<file path="config.mk">
export PLATFORM = sky130hd
export DESIGN_NAME = ocadd_top
export DESIGN_NICKNAME = d
export VERILOG_FILES = /design/src/rtl/ocadd_pkg.sv /design/src/rtl/ocadd_prep.sv /design/src/rtl/ocadd_core.sv /design/src/rtl/ocadd_ovf.sv /design/src/rtl/ocadd_sticky.sv /design/src/rtl/ocadd_top.sv
export SDC_FILE = /design/constraint.sdc
export NUM_CORES = 1
export LEC_CHECK = 0
export BUFFER_PORTS_ARGS = -buffer_cell sky130_fd_sc_hd__buf_2
export CORE_ASPECT_RATIO = 0.5
export CORE_MARGIN = 5
export CORE_UTILIZATION = 43
export CTS_CLUSTER_DIAMETER = 80
export DETAILED_ROUTE_END_ITERATION = 7
export HOLD_SLACK_MARGIN = 0.03
export PLACE_DENSITY = 0.7
export SLEW_MARGIN = 10
export SYNTH_ARGS = -nofsm -noshare
export SYNTH_HDL_FRONTEND = slang
export SYNTH_SLANG_ARGS = --single-unit
export TNS_END_PERCENT = 20
</file>
<file path="constraint.sdc">
create_clock -name clk -period 8.25 [get_ports clk]
set_input_delay 0.4125 -clock clk [delete_from_list [all_inputs] [get_ports clk]]
set_output_delay 0.4125 -clock clk [all_outputs]
set_load 0.01 [all_outputs]
</file>
<file path="src/rtl/ocadd_pkg.sv">
package ocadd_pkg;
    localparam int unsigned WORD_W = 16;
    localparam int unsigned SIGN_B = WORD_W - 1;

    typedef logic [WORD_W-1:0] word_t;

    typedef enum logic {
        OP_ADD = 1'b0,
        OP_SUB = 1'b1
    } op_e;

    typedef struct packed {
        word_t minu;
        word_t subt;
    } sub_pair_t;

    typedef struct packed {
        logic  borrow;
        word_t diff;
    } sub_res_t;

    function automatic logic sign_of(input word_t w);
        return w[SIGN_B];
    endfunction
endpackage

</file>
<file path="src/rtl/ocadd_prep.sv">
module ocadd_prep
    import ocadd_pkg::*;
(
    input  op_e       op,
    input  word_t     a,
    input  word_t     b,
    output sub_pair_t pair
);
    always_comb begin
        pair.minu = a;
        pair.subt = (op == OP_ADD) ? ~b : b;
    end
endmodule

</file>
<file path="src/rtl/ocadd_core.sv">
module ocadd_core
    import ocadd_pkg::*;
(
    input  sub_pair_t pair,
    output sub_res_t  res
);
    localparam int unsigned EXT_W = WORD_W + 1;
    logic [EXT_W-1:0] raw;

    always_comb begin
        raw        = {1'b0, pair.minu} - {1'b0, pair.subt};
        res.borrow = raw[WORD_W];
        res.diff   = res.borrow ? (raw[WORD_W-1:0] - word_t'(1)) : raw[WORD_W-1:0];
    end
endmodule

</file>
<file path="src/rtl/ocadd_ovf.sv">
module ocadd_ovf
    import ocadd_pkg::*;
(
    input  sub_pair_t pair,
    input  word_t     diff,
    output logic      ovf
);
    always_comb begin
        ovf = (sign_of(pair.minu) != sign_of(pair.subt)) &&
              (sign_of(diff) != sign_of(pair.minu));
    end
endmodule

</file>
<file path="src/rtl/ocadd_sticky.sv">
module ocadd_sticky (
    input  logic clk,
    input  logic rst,
    input  logic set_i,
    input  logic clr_i,
    output logic flag_o
);
    always_ff @(posedge clk) begin
        if (rst)        flag_o <= 1'b0;
        else if (set_i) flag_o <= 1'b1;
        else if (clr_i) flag_o <= 1'b0;
    end

    AST_FLAG_SET: assert property (@(posedge clk) disable iff (rst)
        set_i |=> flag_o);
    AST_FLAG_HOLD: assert property (@(posedge clk) disable iff (rst)
        (flag_o && !clr_i) |=> flag_o);
    AST_TEST_CLEAR: assert property (@(posedge clk) disable iff (rst)
        (clr_i && !set_i) |=> !flag_o);
    AST_SET_WINS: assert property (@(posedge clk) disable iff (rst)
        (clr_i && set_i) |=> flag_o);
endmodule

</file>
<file path="src/rtl/ocadd_top.sv">
module ocadd_top
    import ocadd_pkg::*;
(
    input  logic              clk,
    input  logic              rst,
    input  logic              exec,
    input  logic              op_sub,
    input  logic [WORD_W-1:0] opd_a,
    input  logic [WORD_W-1:0] opd_b,
    input  logic              ovf_test,
    output logic [WORD_W-1:0] sum_out,
    output logic              ovf_pulse,
    output logic              ovf_flag
);
    op_e       op;
    sub_pair_t pair;
    sub_res_t  res;
    logic      ovf_raw;

    assign op = op_sub ? OP_SUB : OP_ADD;

    ocadd_prep u_prep (.op(op), .a(opd_a), .b(opd_b), .pair(pair));
    ocadd_core u_core (.pair(pair), .res(res));
    ocadd_ovf  u_ovf  (.pair(pair), .diff(res.diff), .ovf(ovf_raw));

    assign sum_out   = res.diff;
    assign ovf_pulse = exec & ovf_raw;

    ocadd_sticky u_sticky (
        .clk(clk), .rst(rst), .set_i(ovf_pulse), .clr_i(ovf_test), .flag_o(ovf_flag)
    );

    AST_NEG_ZERO_RARE: assert property (@(posedge clk) disable iff (rst)
        (sum_out == '1) |-> (opd_a == '1 && (op_sub ? (opd_b == '0) : (opd_b == '1))));
    AST_MIXED_ADD_SAFE: assert property (@(posedge clk) disable iff (rst)
        (!op_sub && (opd_a[SIGN_B] != opd_b[SIGN_B])) |-> !ovf_pulse);
    AST_IDLE_NO_PULSE: assert property (@(posedge clk) disable iff (rst)
        !exec |-> !ovf_pulse);
    AST_ADD_INVERSE_ZERO: assert property (@(posedge clk) disable iff (rst)
        (!op_sub && (opd_b == ~opd_a)) |-> (sum_out == '0));
endmodule

</file>
# After elaboration in Yosys (flattened, before gate mapping)
# Index checks and enable logic that the tools add are counted.
[totals]
reg_bits = 1
[op_classes]
addsub = 2
eq_ne = 2
muxes = 5
bitwise_logic = 2
n_reduce_logical = 2
[ops]
columns = ["cell", "count"]
rows = [
  ["$mux 16", 2],
  ["$sub 16x16->17", 1],
  ["$not 16->16", 1],
  ["$sub 16x1->16 const B", 1],
  ["$mux 1", 3],
  ["$ne 1x1->1", 2],
  ["$reduce_bool 2->1", 1],
  ["$and 1x1->1", 1],
  ["$logic_and 1x1->1", 1],
]

# Depth between registers and ports, before layout
# Gate-level depths: netlist of run 1.
[depth]
word_depth = 9
depth_mapped = 15
depth_no_buf = 12

# Modules after synthesis
# From an unflattened synthesis of run 1, not the netlist that was laid out.
[unflattened]
hier_cells = 199
hier_area_um2 = 1481.4
[by_module_without_submodules]
columns = ["mod", "n_inst", "cells_each", "area_per_inst_um2", "seq_area_each_um2"]
rows = [
  ["ocadd_core", 1, 157, 1122.3, 0.0],
  ["ocadd_prep", 1, 34, 291.5, 0.0],
  ["ocadd_sticky", 1, 4, 38.8, 20.0],
  ["ocadd_ovf", 1, 3, 22.5, 0.0],
  ["ocadd_top", 1, 1, 6.3, 0.0],
]

# Worst setup path after synthesis of run 1
# OpenSTA, ideal clock, no wires.
[synth_timing]
path_kind = "input to output"
start = "in op_sub"
end = "out ovf_pulse"
t_arrival_ns = 4.080
required_ns = 7.837
slack_ns = 3.758
path_stages = 14
n_path_buf = 2
cell_sequence = "clkbuf_1 > clkbuf_1 > xnor2_1 > ha_1 > fa_1 > nor2b_1 > o22ai_1 > xnor2_1 > o22ai_1 > o21ai_0 > or4_4 > nor4_4 > xor3_1 > nor2_1"
[synth_via]
elab_chain_len = 8
elab_cells_between_ends = 9
cone_classes = "2 x add/sub; 2 x eq/ne; 3 x mux; 1 x bitwise; 1 x reduce/logical"
[synth_rtl]
columns = ["item", "line", "text"]
rows = [
  ["start, declared", "ocadd_top.sv:7", "input logic op_sub,"],
  ["$mux 1 *", "ocadd_top.sv:20", "assign op = op_sub ? OP_SUB : OP_ADD;"],
  ["$mux 16 *", "ocadd_prep.sv:11", "pair.subt = (op == OP_ADD) ? ~b : b;"],
  ["$sub 16x16->17", "ocadd_core.sv:11", "raw = {1'b0, pair.minu} - {1'b0, pair.subt};"],
  ["$sub 16x1->16", "ocadd_core.sv:13", "res.diff = res.borrow ? (raw[WORD_W-1:0] - word_t'(1)) : raw[WORD_W-1:0];"],
  ["$mux 16", "ocadd_core.sv:13", ""],
  ["$ne 1x1->1", "ocadd_ovf.sv:10", "(sign_of(diff) != sign_of(pair.minu));"],
  ["$logic_and 1x1->1 *", "ocadd_ovf.sv:9", "ovf = (sign_of(pair.minu) != sign_of(pair.subt)) &&"],
  ["$and 1x1->1 *", "ocadd_top.sv:27", "assign ovf_pulse = exec & ovf_raw;"],
  ["end, declared", "ocadd_top.sv:12", "output logic ovf_pulse,"],
]
# Every way passes the cells marked *; elsewhere a longest branch is shown, timed or not.

# Final worst setup path of run 1
# Ends and elaborated chain as after synthesis.

==> results.txt, run 1 <==
The reported max-cap violation count is 0. On the critical path the largest part of the delay comes from simple AND/OR/NAND/NOR gates. The width of the die is 95.4 um. The share of flip-flops with an asynchronous set or reset came out at 0.

The global route total overflow came out at 0. The sequential area share after synthesis is 0.0128. The final RePlAce weighted congestion is 0.882. In the post-synthesis netlist, the cell with the most instances is xor2_1. In the routed design, unresolved DRC markers number 0. After the last flow step, the layout net total stands at 321. The final-layout fill cell count came out at 362.

The endpoint kind of the worst setup timing path is an output pin. The number of rows in the core area came out at 15. The share of Yosys cell area claimed by the top area cell type is 0.144. The largest total area in the synthesized netlist belongs to ha_1.

In this run the remaining antenna-violating nets after routing total 0. The number of buffer cells added on primary ports came out at 54. The area of the die is 5030 um^2. The cell area reported after detailed placement came out at 1860 um^2. The clock insertion delay at the later pin of the skew report came out at 0 ns. The final standard cell utilization of the core is 0.534.

The number of distinct library cells after synthesis is 54. The via count normalized by instance count is 5.54. Counting flops and latches in the post-synthesis netlist gives 1. On the critical path, the stage with the largest delay is an instance of or4_4.

The HPWL after detailed placement came out at 3.55 mm. In this run the worst hold path is classified as reg2reg. The maximum net fanout on the critical path came out at 16.

The worst setup path is of the in2out kind. The run finished with clean final reports. The largest registers in the layout are u_sticky.flag_o (1). The accumulated negative setup slack came out at 0 ns.

Entering global routing, the biggest net connects 17 pins. The mean cell area of the mapped netlist is 7.16 um^2. The top achievable clock speed is 0.222 GHz.

Wires add up to 4.25 mm. Dividing the final minimum period by the clock period gives 0.547. Yosys attributes the largest share of cell area to ha_1, xor2_1, xnor2_1, a21oi_1, nand2_1.

The number of flops mapped to enable cells by yosys is 0. The initial cell density of the core is 0.452. The initial antenna violation count came out at 0.

The first-iteration detailed-routing DRC count is 61. The final design instance area without fill is 1860 um^2. The hold slack is 0.441 ns. The ratio of cells with drive above 1 in the final layout is 0.240.

Setup violations remaining at the end of the flow were counted as 0. IR analysis of the VDD net gives a maximum drop of 61.6 uV. Across all layers, the routed design uses 1,739 vias. STA puts the critical path data arrival time at 4.10 ns. The number of antenna repair diodes is 0. Setup repair after global routing left no endpoint under its margin. The worst path buffer plus inverter count is 2. The per-cell routed wire length came out at 13.5 um.

The floorplan step defined a core boundary enclosing 3470 um^2. Walking the worst path, the cells encountered are buf_2 -> xnor2_1 -> ha_1 -> fa_1 -> nor2b_1 -> o22ai_1 -> xnor2_1 -> o22ai_1 -> o21ai_0 -> or4_4 -> nor4_4 -> xor3_1 -> nor2_1 -> buf_2. The number of hold violations in the final report came to 0. The number of instances resized during post-cts repair is 0. The count of pins over their slew limit came out at 0.

The register with the most flip-flops in the final layout is u_sticky.flag_o. The most instantiated flip-flop cell in the synthesis netlist is dfxtp_1. The shortest clock period the worst path allows after layout is 4.51 ns. The synthesized net count came out at 275. The clock skew came out at 0 ns. The maximum single-stage delay on the critical path came out at 0.58 ns. The leakage power total is 0.872 nW. After synthesis, the most frequently instantiated cells are xor2_1, a21oi_1, nand2_1, ha_1, nor2_1.

During I/O placement, the number of pins put on the boundary was 55. The post-CTS setup buffer count came out at 0. Measured against its own limit, the worst slew margin works out to 0.635. The total of hold buffers inserted after clock tree synthesis is 0. The number of synthesis warnings came out at 0. STA classifies the critical path startpoint as an input pin.

At the pin with the least slew margin, the transition time is 0.539 ns. The vertical die dimension is 52.7 um. The layout overhead on the synthesized area came out at 18.3%. The clock-pin slew on the worst setup and hold paths came out at 0 ns.

The data required time at the worst endpoint came out at 7.84 ns. The via count of the first global-routing pass came out at 1,611. The cell area after synthesis came out at 1570 um^2.

The number of instances in the synthesized netlist is 219. The pre-antenna-repair detailed-routing pass consisted of 4 iterations. The global-route wire length before repair came out at 6.84 mm. The global-route total usage across every layer is 0.162. The flip-flop count of the largest register after layout is 1.

Dividing total power by cell area gives a power density of 137 nW/um^2.
worst min-delay path: cells and delay by family, from the launching register on:
family	cells	cell delay (ns)
flip-flops	1	0.30
AO/OA/AOI/OAI	1	0.06
AND/OR/NAND/NOR	1	0.05
cells in the final DEF, fill, tap and decap left out, drive strengths merged, types with 2 or more instances in the layout:
cell type / Yosys / routed
a211oi: 2 / 2
a21o: 7 / 7
a21oi: 22 / 22
and2: 3 / 3
and3: 3 / 3
and4: 2 / 2
buf: 3 / 54
ha: 18 / 18
inv: 10 / 10
mux2i: 2 / 2
nand2: 20 / 20
nand2b: 2 / 2
nand3: 4 / 4
nand4: 3 / 3
nor2: 18 / 18
nor2b: 2 / 2
nor3: 5 / 5
nor3b: 4 / 4
nor4: 6 / 6
o2111a: 2 / 2
o2111ai: 2 / 2
o211ai: 2 / 2
o21ai: 9 / 9
o22ai: 2 / 2
o31ai: 2 / 2
or3: 2 / 2
or4: 2 / 2
xnor2: 13 / 13
xor2: 24 / 24
final timing paths:
| check | to | cells after the start | slack, ns | from |
|---|---|---|---|---|
| hold / removal | u_sticky.flag_o | 2 | 0.44 | u_sticky.flag_o |
| hold reg to reg | u_sticky.flag_o | 2 | 0.44 | u_sticky.flag_o |
| setup reg to reg | u_sticky.flag_o | 2 | 7.74 | u_sticky.flag_o |
| setup / recovery | ovf_pulse | 14 | 3.74 | op_sub |
where the power goes:
group,switching (W),internal [W]
clock,0,0
combinational,0.000145,0.000104
sequential,0.000000213,0.00000551
total,0.000145,0.000110
logic make-up after synthesis:
logic type | after synthesis | share of synthesized area
simple gates | 80 | 0.284
buf+inv | 20 | 0.0542
flops | 1 | 0.0128
compound gates | 59 | 0.258
fa+ha+maj | 19 | 0.156
mux | 2 | 0.0128
xor+xnor | 38 | 0.222
per-layer routing:
metal,track usage,share of wire,up-vias
met4,0.0189,0,0
met3,0,0.032,0
li1,-,-,895
met1,0.217,0.48,811
met5,0,0,-
met2,0.305,0.48,33
final cells by class:
class	count	area, um^2	share of cell area
Sequential cell	1	20.0	0.0108
Timing Repair Buffer	54	270	0.146
Tap cell	51	63.8	0.0344
Multi-Input combinational cell	198	1460	0.789
Inverter	10	37.5	0.0202
through the flow:
step                      power [W]  cells  worst slack (ns)
after global placement     0.000248    314              3.84
after CTS                  0.000255    314              3.74
after detailed placement   0.000254    314              3.74
final                      0.000255    314              3.74
after floorplan            0.000187    219              3.76
after global routing       0.000280    314              3.43
(Power assumes the default switching activity.)
==> inputs of run 2 (changes only) <==
Settings changed: PLACE_DENSITY 0.7 to 0.73.
Clock period 8.25 ns to 3.65 ns, I/O delays scaled along.
==> run 2 against run 1 <==
Power grew to 2.6 times the previous value. Clock skew stayed put. Setup slack worse by 3.5 ns. Largest cell class unchanged. Largest power group unchanged. Highest routed layer is now met4.
==> results.txt, run 2 (synthesis results as in run 1) <==
In the layout the commonest cells are buf_2, xor2_1, buf_4. The global-route total usage across every layer came out at 0.165 (+0.00271). The final RePlAce weighted congestion came to 0.838 (-5.1%).

The count of non-filler cells in the finished layout came out at 335 (+6.7%). The reported max-cap violation count came out at 0 (unchanged). Leaving out fill and tap cells, the most frequent cell in the layout is buf_2. The ratio of cells with drive above 1 in the final layout is 0.335 (+0.0950). The area taken by multi-input logic gates is 1530 um^2 (+4.4%). The hold slack is 0.395 ns (-0.0452 ns). The maximum single-stage delay on the critical path came out at 0.47 ns (-0.11 ns). Among all stages on the critical path, the largest delay is contributed by or4_4.

The first-iteration detailed-routing DRC count came out at 91 (+49%). The flip-flop count of the largest register after layout is 1 (unchanged). The number of rows in the core area is 15 (unchanged).

The flow ran to the end, and the final reports show no timing, DRC or antenna violations. The final-layout fill cell count is 322 (-11%). Compared with the post-synthesis result, the final layout area differs by 33.0%. The accumulated negative setup slack came out at 0 ns (unchanged). The core box area is 3470 um^2 (unchanged). The worst-case headroom to the max-slew limit came out at 0.710 (+0.0745).

The maximum net fanout on the critical path is 16 (unchanged). In this run the critical register-to-register path is captured at u_sticky.flag_o. The number of endpoints failing setup at the final stage is 0 (unchanged). The vertical die dimension came to 52.7 um (unchanged). The most critical setup path has its endpoint at ovf_pulse. The clock-pin slew on the worst setup and hold paths is 0 ns (unchanged).

The HPWL after detailed placement is 3.65 mm (+2.9%). The startpoint identified for the worst register-to-register timing path is u_sticky.flag_o. The global route total overflow came to 0 (unchanged).

Walking the worst path, the cells encountered are buf_8 -> xnor2_1 -> ha_1 -> fa_2 -> nor2b_4 -> o21ai_4 -> a21oi_2 -> or3b_1 -> or3_4 -> or4_4 -> nor4_4 -> xor3_1 -> nor2_1 -> buf_2. The remaining antenna violation count came out at 0 (unchanged). The type of the tightest min-delay check is in2reg. The total power divided by cell area came to 315 nW/um^2 (+130%). The number of hold violations in the final report is 0 (unchanged). The largest registers in the layout are u_sticky.flag_o (1).

The minimum setup slack among reg-to-reg paths came out at 3.13 ns (-4.61 ns). The path depth of the worst reg2reg path was 2 (unchanged). The via count normalized by instance count is 5.45 (-1.6%).

The slew at the pin closest to its max-slew limit came to 0.432 ns (-0.107 ns). The number of placed cells counting well taps came out at 335 (+6.7%). The data arrival at the endpoint of the critical path is 3.27 ns (-0.83 ns). The area of the die is 5030 um^2 (unchanged). The clock skew is 0 ns (unchanged). The count of vias placed by the detailed router is 1,826 (+5.0%). The top achievable clock speed came out at 0.290 GHz.

The width of the die was 95.4 um (unchanged). The number of buffer cells added on primary ports is 54 (unchanged). The clock insertion delay at the later pin of the skew report was 0 ns (unchanged).

The final routed DRC violation total was 0 (unchanged). The worst-case setup margin in the final layout is 0.200 ns (-3.54 ns). In this run the worst setup path begins at op_sub.

The number of nets in the final layout is 342 (+6.5%). The final routed wirelength across all metal layers is 4.24 mm (-0.33%). The count of pins over their slew limit is 0 (unchanged). The initial antenna violation count is 0 (unchanged).

The fraction of the cycle the final worst path needs is 0.945. The length of the first detailed-routing pass in iterations came out at 4 (unchanged). The endpoint kind of the worst setup timing path is an output pin. The register with the highest flop count is u_sticky.flag_o. The number of top-level pins is 55 (unchanged). The shortest clock period the worst path allows after layout is 3.45 ns. The via count of the first global-routing pass came to 1,650 (+2.4%). The per-cell routed wire length was 12.6 um (-6.6%).

The final standard cell utilization of the core was 0.601 (+0.0667). The setup slack at placement came out at -0.0637 ns (-3.80 ns). The largest net degree at the start of global routing came out at 17 (unchanged). The data required time at the worst endpoint came to 3.47 ns (-4.37 ns). The critical path startpoint category is an input pin.

The peak supply drop came out at 126 uV (+100%). The initial cell density of the core is 0.452 (unchanged). The setup path with the least slack is of type in2out. The leakage power total is 0.987 nW (+13%).

The sequential cell area in the final layout was 20.0 um^2 (unchanged). The global-route wire length before repair came out at 6.98 mm (+1.9%). The number of antenna repair diodes came out at 0 (unchanged).
==> run 2: changes by cell type in the layout (fill, tap and decap cells not counted), moves of 2 or more <==
cell,change
ha_1,-2
ha_2,+2
buf_4,+21
nor2b_1,-2
nor2b_4,+2
a21oi_1,-2
==> run 2: how the worst min path moves through the flow <==
stage,startpoint,endpoint,slack [ns],cells past startpoint
floorplan,rst,u_sticky.flag_o,0.28,1
global placement,rst,u_sticky.flag_o,0.39,2
detailed placement,rst,u_sticky.flag_o,0.40,2
CTS,rst,u_sticky.flag_o,0.40,2
global route,rst,u_sticky.flag_o,0.41,2
finish,rst,u_sticky.flag_o,0.40,2
==> run 2: metal layers <==
layer	GRT usage	share of wire
met5	0	0
met4	0.00236	0.00094
met3	0.0143	0.076
met2	0.309	0.46
met1	0.218	0.46
==> run 2: through the flow <==
stage | cell area [um^2] | power, W
6_report | 2090 | 0.000657
5_1_grt | 2090 | 0.000721
4_1_cts | 2020 | 0.000635
3_5_place_dp | 2020 | 0.000631
3_3_place_gp | 2020 | 0.000621
2_1_floorplan | 1580 | 0.000424
==> run 2: worst max-delay path, delay by kind of cell <==
kind / cells / cell delay, ns
xor gates and xnor gates: 2 / 0.47
buffers and inverters: 2 / 0.27
AOI/OAI and AO/OA: 2 / 0.31
and+or+nand+nor: 6 / 1.56
adders and majority gates: 2 / 0.45
==> run 2: final cells by class <==
class / count / share of cell area
tap: 51 / 0.0306
multi-input combinational: 198 / 0.732
sequential: 1 / 0.00959
inverter: 10 / 0.0180
timing repair buffer: 75 / 0.210
==> run 2: timing repair <==
action                                  in CTS  in global routing
hold endpoints to repair                     0                  0
endpoints found under the setup margin       1                  2
gates resized for setup                      1                 15
hold buffers                                 0                  0
buffers inserted                             0                  0
==> run 2: power breakdown <==
part	switching (W)	leakage, nW	internal, W
logic	0.000344	0.979	0.000300
registers	0.000000584	0.00816	0.0000125
clock network	0	0	0
==> inputs of run 3 (changes only) <==
Settings changed: SETUP_SLACK_MARGIN set to 0.3.
==> run 3 against run 2 <==
Global-route usage grew 0.50 points. Sequential cell count unchanged. Final area down 1.9%. Combinational power down 3.4%. Sequential power is essentially flat. Largest cell class unchanged.
==> results.txt, run 3 (synthesis results as in run 1) <==
The final routed wirelength across all metal layers came out at 4.44 mm (+4.8%). The startpoint of the lowest-slack hold path is rst. The first-iteration detailed-routing DRC count is 78 (-14%). The endpoint kind of the worst setup timing path is an output pin. The maximum net fanout on the critical path came out at 16 (unchanged). The vertical die dimension is 52.7 um (unchanged).

For hold timing, the worst endpoint is u_sticky.flag_o. The number of hold violations in the final report is 0 (unchanged). The total power divided by cell area came out at 310 nW/um^2 (-1.5%). The path depth of the worst reg2reg path is 2 (unchanged). The peak supply drop came out at 143 uV (+13%). The endpoint identified for the worst register-to-register timing path is u_sticky.flag_o.

The fraction of the cycle the final worst path needs is 0.965 (+0.0196). The worst hold path depth came out at 2 (unchanged). The worst-case setup margin in the final layout came out at 0.129 ns (-0.0716 ns). The via count of the first global-routing pass came out at 1,645 (-0.30%). The reported max-cap violation count is 0 (unchanged).

The core box area came out at 3470 um^2 (unchanged). The data arrival at the endpoint of the critical path is 3.34 ns (+0.07 ns). The top achievable clock speed is 0.284 GHz (-2.0%). The run finished with clean final reports. The library cell used most frequently in the layout, excluding fill and tap cells, is buf_2. The clock skew was 0 ns (unchanged). The number of antenna repair diodes is 0 (unchanged). The flip-flop count of the largest register after layout is 1 (unchanged). Relative to the synthesized area, the layout overhead comes to 30.5%. The per-cell routed wire length was 13.3 um (+5.4%). The global-route wire length before repair is 7.11 mm (+2.0%).

The maximum single-stage delay on the critical path came out at 0.47 ns (about the same). The hold slack came out at 0.384 ns (-0.0113 ns). The initial antenna violation count came out at 0 (unchanged). The number of rows in the core area is 15 (unchanged). The leakage power total came out at 0.977 nW (-1.1%). The clock insertion delay at the later pin of the skew report was 0 ns (unchanged). The worst path buffer plus inverter count is 2 (unchanged).

The number of top-level pins is 55 (unchanged). The ratio of cells with drive above 1 in the final layout came out at 0.316 (-0.0189). The critical path goes through buf_8 -> xor2_1 -> ha_1 -> o21a_1 -> o211ai_1 -> a21oi_2 -> or3b_1 -> or3_4 -> or4_4 -> nor4_4 -> xor3_1 -> nor2_2 -> buf_2.

The largest net degree at the start of global routing is 17 (unchanged). The count of non-filler cells in the finished layout was 333 (-0.60%). The largest registers in the layout are u_sticky.flag_o (1). Among cell families on the critical path, the largest total delay comes from simple AND/OR/NAND/NOR gates. The initial cell density of the core came out at 0.452 (unchanged).

The minimum setup slack among reg-to-reg paths is 3.13 ns (about the same). STA classifies the critical path startpoint as an input pin. The library cells used most frequently in the layout, excluding fill and tap cells, are buf_2, xor2_1, nand2_1. The shortest clock period the worst path allows after layout is 3.52 ns (+0.0716 ns). The HPWL after detailed placement is 3.81 mm (+4.2%). The length of the first detailed-routing pass in iterations was 4 (unchanged). Counting flops per register, the top entry is u_sticky.flag_o. The number of buffer cells added on primary ports came out at 54 (unchanged).

The worst-case headroom to the max-slew limit is 0.639 (-0.0708). The largest individual stage delay along the critical path comes from the cell or4_4. The number of placed cells counting well taps came to 333 (-0.60%). The data required time at the worst endpoint came out at 3.47 ns (about the same). The worst setup path is of the in2out kind.

Setup repair after global routing could not meet its margin everywhere. The final standard cell utilization of the core was 0.590 (-0.0115). The global route total overflow is 0 (unchanged). The final RePlAce weighted congestion came to 0.850 (+1.4%).

The area of the die came out at 5030 um^2 (unchanged). The count of pins over their slew limit came out at 0 (unchanged). The startpoint identified for the worst register-to-register timing path is u_sticky.flag_o. The final routed DRC violation total came out at 0 (unchanged). The via count normalized by instance count is 5.44 (-0.17%). The number of endpoints failing setup at the final stage is 0 (unchanged). The count of vias placed by the detailed router is 1,812 (-0.77%). The remaining antenna violation count came out at 0 (unchanged).

The number of nets in the final layout came out at 340 (-0.58%). The total of hold buffers inserted after clock tree synthesis came out at 0 (unchanged). The setup slack at placement came out at -0.152 ns (-0.0886 ns). The slew at the pin closest to its max-slew limit came out at 0.537 ns (+0.105 ns). The worst hold path belongs to the class in2reg. The width of the die is 95.4 um (unchanged). The global-route total usage across every layer is 0.170 (+0.00500). The clock-pin slew on the worst setup and hold paths is 0 ns (unchanged).
-- run 3: worst max-delay path by stage --
stage                     startpoint         to  slack (ns)  cells after the start
after global routing          op_sub  ovf_pulse       0.008                     14
after CTS                     op_sub  ovf_pulse        0.13                     13
after detailed placement      op_sub  ovf_pulse       -0.15                     14
after floorplan               op_sub  ovf_pulse        0.15                     15
final                         op_sub  ovf_pulse        0.13                     13
after global placement        op_sub  ovf_pulse       -0.05                     13
-- run 3: repair_timing --
action	in CTS	in global routing
setup buffers	0	0
gates cloned	0	0
gates resized for setup	6	3
endpoints found under the setup margin	7	7
-- run 3: area by class of cell --
| cell class | count | area, um^2 |
|---|---|---|
| repair buffers | 73 | 423 |
| inverters | 10 | 37.5 |
| well taps | 51 | 63.8 |
| fillers | 353 | 1430 |
| multi-input cells | 198 | 1500 |
| flip-flops and latches | 1 | 20.0 |
-- run 3: stage by stage --
stage / instance area (um^2) / power, W / setup TNS (ns)
floorplan: 1630 / 0.000436 / 0
global placement: 2010 / 0.000604 / -0.0530
detailed placement: 2010 / 0.000620 / -0.256
CTS: 2030 / 0.000630 / 0
global route: 2050 / 0.000697 / 0
finish: 2050 / 0.000635 / 0
-- run 3: power breakdown --
part,internal (W),total [W],switching (W)
sequential,0.0000125,0.0000130,0.000000577
combinational,0.000278,0.000622,0.000343
clock,0,0,0
total,0.000291,0.000635,0.000344
-- run 3: metal layers --
layer | global-route usage | routed length (um)
met1 | 0.228 | 2080
met3 | 0.00430 | 185
met4 | 0.00943 | 0
met2 | 0.319 | 2180
met5 | 0 | 0
-- run 3: worst register-to-register path, cell delays in order (launching register included) --
cell     delay [ns]
dfxtp_1        0.29
nand2_1        0.05
o31ai_1        0.06
